--- src/rtl/pcs_4b5b_pkg.sv ---
package pcs_4b5b_pkg;

  localparam int NIB_W = 4;
  localparam int GRP_W = 5;
  localparam int NUM_DATA = 1 << NIB_W;

  typedef logic [GRP_W-1:0] grp_t;
  typedef logic [NIB_W-1:0] nib_t;

  // control groups
  localparam grp_t GRP_IDLE  = 5'b11111;
  localparam grp_t GRP_SSD_J = 5'b11000;
  localparam grp_t GRP_SSD_K = 5'b10001;
  localparam grp_t GRP_ESD_T = 5'b01101;
  localparam grp_t GRP_ESD_R = 5'b00111;
  localparam grp_t GRP_HALT  = 5'b00100;

  // nibbles presented on the receive side
  localparam nib_t NIB_PREAMBLE = 4'b0101;
  localparam nib_t NIB_FALSECAR = 4'b1110;
  localparam nib_t NIB_ZERO     = 4'b0000;

  typedef enum logic [1:0] {
    TX_QUIET,  // idle fill between frames
    TX_LEAD,   // second start group pending
    TX_BODY,   // data nibbles
    TX_TAIL    // second end group pending
  } tx_state_e;

  typedef struct packed {
    logic ok;
    nib_t nib;
  } dec_t;

  function automatic grp_t nib_to_grp(nib_t n);
    grp_t g;
    unique case (n)
      4'h0: g = 5'b11110;
      4'h1: g = 5'b01001;
      4'h2: g = 5'b10100;
      4'h3: g = 5'b10101;
      4'h4: g = 5'b01010;
      4'h5: g = 5'b01011;
      4'h6: g = 5'b01110;
      4'h7: g = 5'b01111;
      4'h8: g = 5'b10010;
      4'h9: g = 5'b10011;
      4'hA: g = 5'b10110;
      4'hB: g = 5'b10111;
      4'hC: g = 5'b11010;
      4'hD: g = 5'b11011;
      4'hE: g = 5'b11100;
      default: g = 5'b11101;
    endcase
    return g;
  endfunction

  // reverse lookup computed from the forward table
  function automatic dec_t grp_to_nib(grp_t g);
    dec_t d;
    d.ok  = 1'b0;
    d.nib = NIB_ZERO;
    for (int i = 0; i < NUM_DATA; i++) begin
      if (nib_to_grp(nib_t'(i)) == g) begin
        d.ok  = 1'b1;
        d.nib = nib_t'(i);
      end
    end
    return d;
  endfunction

  function automatic logic grp_is_ctrl(grp_t g);
    return (g == GRP_IDLE) || (g == GRP_SSD_J) || (g == GRP_SSD_K) ||
           (g == GRP_ESD_T) || (g == GRP_ESD_R) || (g == GRP_HALT);
  endfunction

  function automatic logic grp_is_legal(grp_t g);
    dec_t d;
    d = grp_to_nib(g);
    return d.ok || grp_is_ctrl(g);
  endfunction

endpackage

--- src/rtl/pcs_tx_framer.sv ---
module pcs_tx_framer
  import pcs_4b5b_pkg::*;
(
  input  logic clk,
  input  logic rst_n,
  input  logic tx_en,
  input  logic tx_er,
  input  nib_t txd,
  output grp_t tx_code,
  output logic start_ev,
  output logic end_ev
);

  tx_state_e state_q, state_n;
  grp_t      code_q, code_n;

  always_comb begin
    state_n = state_q;
    code_n  = GRP_IDLE;
    unique case (state_q)
      TX_QUIET: begin
        if (tx_en) begin
          code_n  = GRP_SSD_J;
          state_n = TX_LEAD;
        end
      end
      TX_LEAD: begin
        if (tx_en) begin
          code_n  = GRP_SSD_K;
          state_n = TX_BODY;
        end else begin
          code_n  = GRP_ESD_T;
          state_n = TX_TAIL;
        end
      end
      TX_BODY: begin
        if (tx_en) begin
          code_n = tx_er ? GRP_HALT : nib_to_grp(txd);
        end else begin
          code_n  = GRP_ESD_T;
          state_n = TX_TAIL;
        end
      end
      TX_TAIL: begin
        code_n  = GRP_ESD_R;
        state_n = TX_QUIET;
      end
      default: begin
        code_n  = GRP_IDLE;
        state_n = TX_QUIET;
      end
    endcase
  end

  always_ff @(posedge clk or negedge rst_n) begin
    if (!rst_n) begin
      state_q <= TX_QUIET;
      code_q  <= GRP_IDLE;
    end else begin
      state_q <= state_n;
      code_q  <= code_n;
    end
  end

  assign tx_code  = code_q;
  assign start_ev = (state_q == TX_QUIET) && tx_en;
  assign end_ev   = ((state_q == TX_LEAD) || (state_q == TX_BODY)) && !tx_en;

endmodule

--- src/rtl/pcs_rx_deframer.sv ---
module pcs_rx_deframer
  import pcs_4b5b_pkg::*;
(
  input  logic clk,
  input  logic rst_n,
  input  grp_t rx_code,
  output nib_t rxd,
  output logic rx_dv,
  output logic rx_er,
  output logic start_hit,
  output logic end_hit,
  output logic fc_hit
);

  grp_t held_q;      // group under decision; rx_code is the look-ahead
  logic frame_q, frame_n;
  logic skip_q, skip_n;
  nib_t rxd_q, rxd_n;
  logic dv_q, dv_n;
  logic er_q, er_n;
  dec_t held_dec;

  assign held_dec = grp_to_nib(held_q);

  always_comb begin
    frame_n   = frame_q;
    skip_n    = 1'b0;
    rxd_n     = NIB_ZERO;
    dv_n      = 1'b0;
    er_n      = 1'b0;
    start_hit = 1'b0;
    end_hit   = 1'b0;
    fc_hit    = 1'b0;
    if (skip_q) begin
      // second group of a pair already accounted for
      if (frame_q) begin
        dv_n  = 1'b1;
        rxd_n = NIB_PREAMBLE;
      end
    end else if (!frame_q) begin
      if (held_q == GRP_IDLE) begin
        dv_n = 1'b0;
      end else if ((held_q == GRP_SSD_J) && (rx_code == GRP_SSD_K)) begin
        start_hit = 1'b1;
        frame_n   = 1'b1;
        skip_n    = 1'b1;
        dv_n      = 1'b1;
        rxd_n     = NIB_PREAMBLE;
      end else begin
        fc_hit = 1'b1;
        er_n   = 1'b1;
        rxd_n  = NIB_FALSECAR;
      end
    end else begin
      if (held_q == GRP_IDLE) begin
        frame_n = 1'b0;
      end else if ((held_q == GRP_ESD_T) && (rx_code == GRP_ESD_R)) begin
        end_hit = 1'b1;
        frame_n = 1'b0;
        skip_n  = 1'b1;
      end else if (held_dec.ok) begin
        dv_n  = 1'b1;
        rxd_n = held_dec.nib;
      end else begin
        dv_n = 1'b1;
        er_n = 1'b1;
      end
    end
  end

  always_ff @(posedge clk or negedge rst_n) begin
    if (!rst_n) begin
      held_q  <= GRP_IDLE;
      frame_q <= 1'b0;
      skip_q  <= 1'b0;
      rxd_q   <= NIB_ZERO;
      dv_q    <= 1'b0;
      er_q    <= 1'b0;
    end else begin
      held_q  <= rx_code;
      frame_q <= frame_n;
      skip_q  <= skip_n;
      rxd_q   <= rxd_n;
      dv_q    <= dv_n;
      er_q    <= er_n;
    end
  end

  assign rxd   = rxd_q;
  assign rx_dv = dv_q;
  assign rx_er = er_q;

endmodule

--- src/rtl/pcs_4b5b_codec.sv ---
module pcs_4b5b_codec
  import pcs_4b5b_pkg::*;
(
  input  logic       clk,
  input  logic       rst_n,
  input  logic       tx_en,
  input  logic       tx_er,
  input  logic [3:0] txd,
  output logic [4:0] tx_code,
  input  logic [4:0] rx_code,
  output logic [3:0] rxd,
  output logic       rx_dv,
  output logic       rx_er
);

  logic tx_start_ev;
  logic tx_end_ev;
  logic rx_start_hit;
  logic rx_end_hit;
  logic rx_fc_hit;

  pcs_tx_framer u_tx (
    .clk      (clk),
    .rst_n    (rst_n),
    .tx_en    (tx_en),
    .tx_er    (tx_er),
    .txd      (txd),
    .tx_code  (tx_code),
    .start_ev (tx_start_ev),
    .end_ev   (tx_end_ev)
  );

  pcs_rx_deframer u_rx (
    .clk       (clk),
    .rst_n     (rst_n),
    .rx_code   (rx_code),
    .rxd       (rxd),
    .rx_dv     (rx_dv),
    .rx_er     (rx_er),
    .start_hit (rx_start_hit),
    .end_hit   (rx_end_hit),
    .fc_hit    (rx_fc_hit)
  );

endmodule

--- config.mk ---
export PLATFORM = sky130hd
export DESIGN_NAME = pcs_4b5b_codec
export DESIGN_NICKNAME = d
export VERILOG_FILES = /design/src/rtl/pcs_4b5b_pkg.sv /design/src/rtl/pcs_tx_framer.sv /design/src/rtl/pcs_rx_deframer.sv /design/src/rtl/pcs_4b5b_codec.sv
export SDC_FILE = /design/constraint.sdc
export NUM_CORES = 1
export LEC_CHECK = 0
export ABC_AREA = 1
export BUFFER_PORTS_ARGS = -buffer_cell sky130_fd_sc_hd__buf_2
export CORE_MARGIN = 5
export CORE_UTILIZATION = 45
export DETAILED_ROUTE_END_ITERATION = 8
export HOLD_SLACK_MARGIN = 0.08
export MAX_ROUTING_LAYER = met4
export PLACE_DENSITY = 0.7
export SLEW_MARGIN = 10
export SYNTH_ARGS = -nofsm -noshare
export SYNTH_HDL_FRONTEND = slang
export SYNTH_SLANG_ARGS = --single-unit
--- constraint.sdc ---
create_clock -name clk -period 1.5 [get_ports clk]
set_input_delay 0.075 -clock clk [delete_from_list [all_inputs] [get_ports clk]]
set_output_delay 0.075 -clock clk [all_outputs]
set_load 0.05 [all_outputs]
-- Word level (Yosys, flattened, before mapping)
Memories as Yosys holds them, arrays and structs flattened.
Index checks and enable logic that the tools add are counted.
- equality and inequality tests: 26
- mux-type cells: 51
- reductions and logical operators: 4
- operators with widths (cell ; count):
    5-bit 2-to-1 mux ; 19
    5-bit == test, first input constant ; 11
    4-bit 2-to-1 mux ; 7
    4-bit by 5-bit == test with 1-bit output, first input constant ; 5
    5-bit case mux with 4 select lines ; 1
    1-bit 2-to-1 mux ; 19
    5-bit == test, second input constant ; 3
    2-bit case mux with 4 select lines ; 1
    3-bit 2-to-1 mux ; 2
    5-bit by 3-bit == test with 1-bit output, second input constant ; 1
    5-bit by 4-bit == test with 1-bit output, second input constant ; 1
    2-bit == test, second input constant ; 2
    2-bit 2-to-1 mux ; 2
    2-bit != test, second input constant ; 2
    2-bit by 1-bit == test with 1-bit output, second input constant ; 1
    1-bit logical AND ; 2
    2-bit logical NOT ; 1
    2-bit AND reduction ; 1
- bits in registers: 20
- bits in read-only memories: 80
- input bits: 13
- output and inout bits: 11
- logic and storage cells: 90
- memories kept: 1
- memory list (memory ; words ; bits a word ; rd ports ; clocked after Yosys merged registers in ; write ports ; line ; RTL):
    (no name shown) ; 16 ; 5 ; 1 ; 0 ; 0 ; pcs_4b5b_pkg.sv:37 ; unique case (n)

-- Longest topological paths before layout
- depth in word-level cells: 22
- gate-level depth with buffers: 9
- mapped depth without buffers: 9

-- Cells and area by module
From an unflattened synthesis, not the netlist that was laid out.
- cell total of the unflattened synthesis: 166
- area, all modules: 1253.7 um^2
- modules (own cells, without submodules) (module ; times used ; cells each ; area each (um^2) ; seq. area each (um^2)):
    pcs_rx_deframer ; 1 ; 93 ; 740.7 ; 331.6
    pcs_tx_framer ; 1 ; 73 ; 513.0 ; 181.4

-- Least setup slack after synthesis
OpenSTA, ideal clock, no wires.
- path kind: reg2reg
- from: register u_tx.state_q[0]
- to: register u_tx.code_q[4] (netlist: u_tx.tx_code[4])
- setup time: 79 ps
- arrival: 1332 ps
- required time: 1421 ps
- setup slack: 89 ps
- stages on the path, launching flop included: 8
- buffers on the path: 0
- clock period less this slack: 1411 ps
- cells stage by stage: dfrtp_1 > inv_1 > ha_1 > inv_1 > or2_2 > a21oi_1 > a21oi_1 > o21ai_0
- longest elaborated chain between the ends: 2
- elaborated cells between the ends (all ways): 5
- those cells by class: eq/ne: 3; mux: 1; reduce/logical: 1
- ends and longest elaborated chain (what ; line ; RTL):
    from (decl) ; pcs_tx_framer.sv:14 ; tx_state_e state_q, state_n;
    from (signal assigned) ; pcs_tx_framer.sv:60 ; state_q <= state_n;
    2-bit == test (tied with other cells) ; pcs_tx_framer.sv:20 ; unique case (state_q)
    5-bit case mux with 4 select lines (*) ; pcs_tx_framer.sv:20 ;
    via u_tx.code_n[4] ; pcs_tx_framer.sv:15 ; grp_t code_q, code_n;
    to (signal assigned) ; pcs_tx_framer.sv:61 ; code_q <= code_n;
    to (decl) ; pcs_tx_framer.sv:15 ;
The timed path passes the listed nets; every way through them passes the cells marked *.
A chain may end at the register's enable or synchronous reset.

-- Final worst setup path
- from: register u_rx.held_q[3]
- to: register u_rx.rxd_q[3] (netlist: u_rx.rxd[3])
- longest elaborated chain between the ends: 22
- elaborated cells between the ends (all ways): 44
- those cells by class: eq/ne: 19; mux: 23; reduce/logical: 2
- ends and longest elaborated chain (what ; line ; RTL):
    from (decl) ; pcs_rx_deframer.sv:15 ; grp_t held_q;
    from (signal assigned) ; pcs_rx_deframer.sv:80 ; held_q <= rx_code;
    5-bit == test ; pcs_4b5b_pkg.sv:64 ; if (nib_to_grp(nib_t'(i)) == g) begin
    5-bit 2-to-1 mux (16 in series) ; pcs_4b5b_pkg.sv:64 ;
    4-bit 2-to-1 mux ; pcs_rx_deframer.sv:61 ; end else if (held_dec.ok) begin
    4-bit 2-to-1 mux ; pcs_rx_deframer.sv:57 ; end else if ((held_q == GRP_ESD_T) && (rx_code == GRP_ESD_R)) begin
    4-bit 2-to-1 mux ; pcs_rx_deframer.sv:55 ; if (held_q == GRP_IDLE) begin
    4-bit 2-to-1 mux (*) ; pcs_rx_deframer.sv:40 ; end else if (!frame_q) begin
    4-bit 2-to-1 mux (*) ; pcs_rx_deframer.sv:34 ; if (skip_q) begin
    via u_rx.rxd_n[3] ; pcs_rx_deframer.sv:18 ; nib_t rxd_q, rxd_n;
    to (signal assigned) ; pcs_rx_deframer.sv:83 ; rxd_q <= rxd_n;
    to (decl) ; pcs_rx_deframer.sv:18 ;
Marked as above.

==> metrics.cfg <==
[outcome]
status = complete, no violations

[routing]
vias_per_cell = 5.03
drc = 0
ant_nets = 0
firstDrtPassIters = 4
routed_wl_um = 2560
num_vias = 1147
drt_iter0_drc = 56
wire_per_inst_um = 11.2

[worst_setup_path]
worst-setup-path-type = register to register
required_ps = 1710
startpoint = u_rx.held_q[3]$_DFF_PN1_
startpoint_type = register
cp_max_fo = 6
regToRegStartpoint = u_rx.held_q[3]$_DFF_PN1_
crit_arrival_ps = 1660
crit_path_end_kind = register

[yosys]
mappedNetlistArea_um2 = 1220
synthMuxAreaShare_pct = 0
yosys.area_share.adder_pct = 5.14
yosysWarnings = 0
synth.distinct_cells = 25
synthTopCellsByArea = dfstp_2 22%, dfrtp_1 21%, nand2_1 9.9%
synth_top_family_by_area = simple AND/OR/NAND/NOR gates
syn_area_per_cell_um2 = 7.65
synth.largest_area_cell = dfstp_2
synth.ff_latch_count = 20
synth_fp_nets = 177
ys_top_cells_by_count = 32 x nand2_1, 22 x inv_1, 20 x nor2_1, 13 x nand3_1, 12 x o21ai_0
synth_compound_area_share_pct = 12.7
synth_xor_area_share_pct = 0
yosysMostFrequentCell = nand2_1
synth_cells = 159
synth_edf_count = 0
async_flop_share_pct = 100
yosysTopAreaCellShare_pct = 21.6
synth-simple-area-share_pct = 31.7
synthFlopType = dfstp_2
synth_seq_area_share_pct = 42.2

[sta]
max_slew_margin_pct = 71.5
finalClockSkew_ps = 1.45
finalSetupViolCount = 0
fin_crit_ps = 1450
grt_setup_unrepaired = yes
worst_pin_slew_ps = 428
hold_viol = 0
fin_crit_sh_pct = 96.4
finalSetupTns_ps = 0
timing.fmax_mhz = 691
slew_viol_final = 0
whs_ps = 138

[cts]
clockRootBuffer = clkbuf_4
clk_path_buf_depth = 2
clock_latency_ps = 300
cts_made_buffers = 3
cts_sinks = 20
clk_pin_slew_worst_paths_ps = 110
htreeDepth = 1
cts_tree = done

[floorplan]
pin_count = 24
dieArea_um2 = 3840
start_util_pct = 48.2
rows = 18
die-height_um = 62.0
fp.dieW_um = 62.0
core_area_um2 = 2520

[power]
pwr-share-comb_pct = 47.1
power_leakage_uw = 0.000775
switching_share_pct = 42.4
switching_power_uw = 983
clkPwrFrac_pct = 18.7
seq_power_share_pct = 34.1
vdd_drop_max_v = 0.00165
internal_power_uw = 1340
power_density_nw_per_um2 = 1520

[finish]
num_antenna_cells = 0
drive_gt1_share_pct = 30.3
area_growth_pct = 25.7
final_nets = 217
nFillCells = 234

[grt]
overflow = 0
grt_pass1_wl_um = 4330
track_usage_pct = 15.7
antenna_found_initial = 0
grt_max_degree = 21
grt_pass1_vias = 1055

[placed_design]
port_buffers = 23
hpwl_um = 2100
gp_congestion = 0.880

[hold_path]
min-delay-start = txd[2]
hp-class = input port to register

[job]
drv_cap = 0

## layer usage
metal	track usage, %	share of wire [%]
met1	18.4	43
met3	4.34	7.5
met2	26.8	49
met5	-	0
met4	3.64	0.98
## per-stage QoR
stage	cells	utilization, %	setup WS (ps)	instance area (um^2)	power, uW
after floorplan	159	-	89.1	1220	1580
after global placement	216	55.5	21.3	1400	1840
after detailed placement	216	55.5	50.2	1400	1860
after CTS	227	60.3	17.9	1520	2310
after global routing	228	60.6	-14.2	1530	2480
final	228	60.6	53.4	1530	2320
## flip-flops by register name, indices dropped and copies added, names as in the netlist
signal,count
u_rx.rx_er,1
u_rx.rx_dv,1
u_rx.held_q,5
u_tx.tx_code,5
u_rx.skip_q,1
u_tx.state_q,2
u_rx.frame_q,1
u_rx.rxd,4
## cell families after synthesis
family                   after synthesis
AND/OR/NAND/NOR                       81
buffers and inverters                 27
flip-flops                            20
adder cells (fa/ha/maj)                5
AO/OA/AOI/OAI                         26
## final cells by class
| type | instances | area [um^2] | share of cell area (%) |
|---|---|---|---|
| timing repair buffer | 35 | 223 | 14.6 |
| tap | 30 | 37.5 | 2.45 |
| inverter | 27 | 101 | 6.63 |
| sequential | 20 | 513 | 33.6 |
| multi-input combinational | 112 | 602 | 39.4 |
| clock buffer | 3 | 22.5 | 1.47 |
| clock inverter | 1 | 30.0 | 1.96 |
## power by group through the flow
stage | logic, uW | clock network, uW | registers (uW)
finish | 1090 | 435 | 792
global route | 1210 | 466 | 812
CTS | 1070 | 447 | 799
detailed placement | 1050 | 0 | 810
global placement | 1040 | 0 | 804
floorplan | 427 | 0 | 1150
## worst paths after layout
| path | endpoint | slack [ps] | depth (start not counted) |
|---|---|---|---|
| hold / removal | u_tx.tx_code[4]$_DFF_PN1_ | 140 | 4 |
| max in group asynchronous | u_rx.held_q[3]$_DFF_PN1_ | 940 | 2 |
| setup / recovery | u_rx.rxd[3]$_DFF_PN0_ | 50 | 9 |
| hold reg to reg | u_rx.rx_er$_DFF_PN0_ | 570 | 1 |
| min in group asynchronous | u_rx.rx_er$_DFF_PN0_ | 230 | 2 |
| setup reg to reg | u_rx.rxd[3]$_DFF_PN0_ | 50 | 9 |
## what timing repair did
action / CTS / global route
hold buffers: 7 / 0
endpoints found under the setup margin: 0 / 4
hold endpoints to repair: 26 / 0
setup buffers: 0 / 1
resized for setup: 0 / 2
## worst max-delay path: stages, from the launching register on
cell and delay, ps:
dfstp_2 600, inv_2 60, nor2_4 150, nand3_2 110, nor2_4 110, inv_2 50, a21oi_4 150, inv_2 40
nand2_1 50, inv_1 30
## cells in the final DEF (no fill, tap or decap), types with 3 or more instances in the layout
cell	n
clkbuf_4	3
nor2_1	20
dfrtp_1	10
nand2_2	3
buf_2	23
nand3_1	13
o21ai_0	11
nor2_4	4
nand2_1	32
dfstp_2	10
inv_1	21
ha_1	5
buf_4	5
dlygate4sd3_1	7
inv_2	6
a21oi_1	8
nand4_1	3
(Power assumes the default switching activity.)
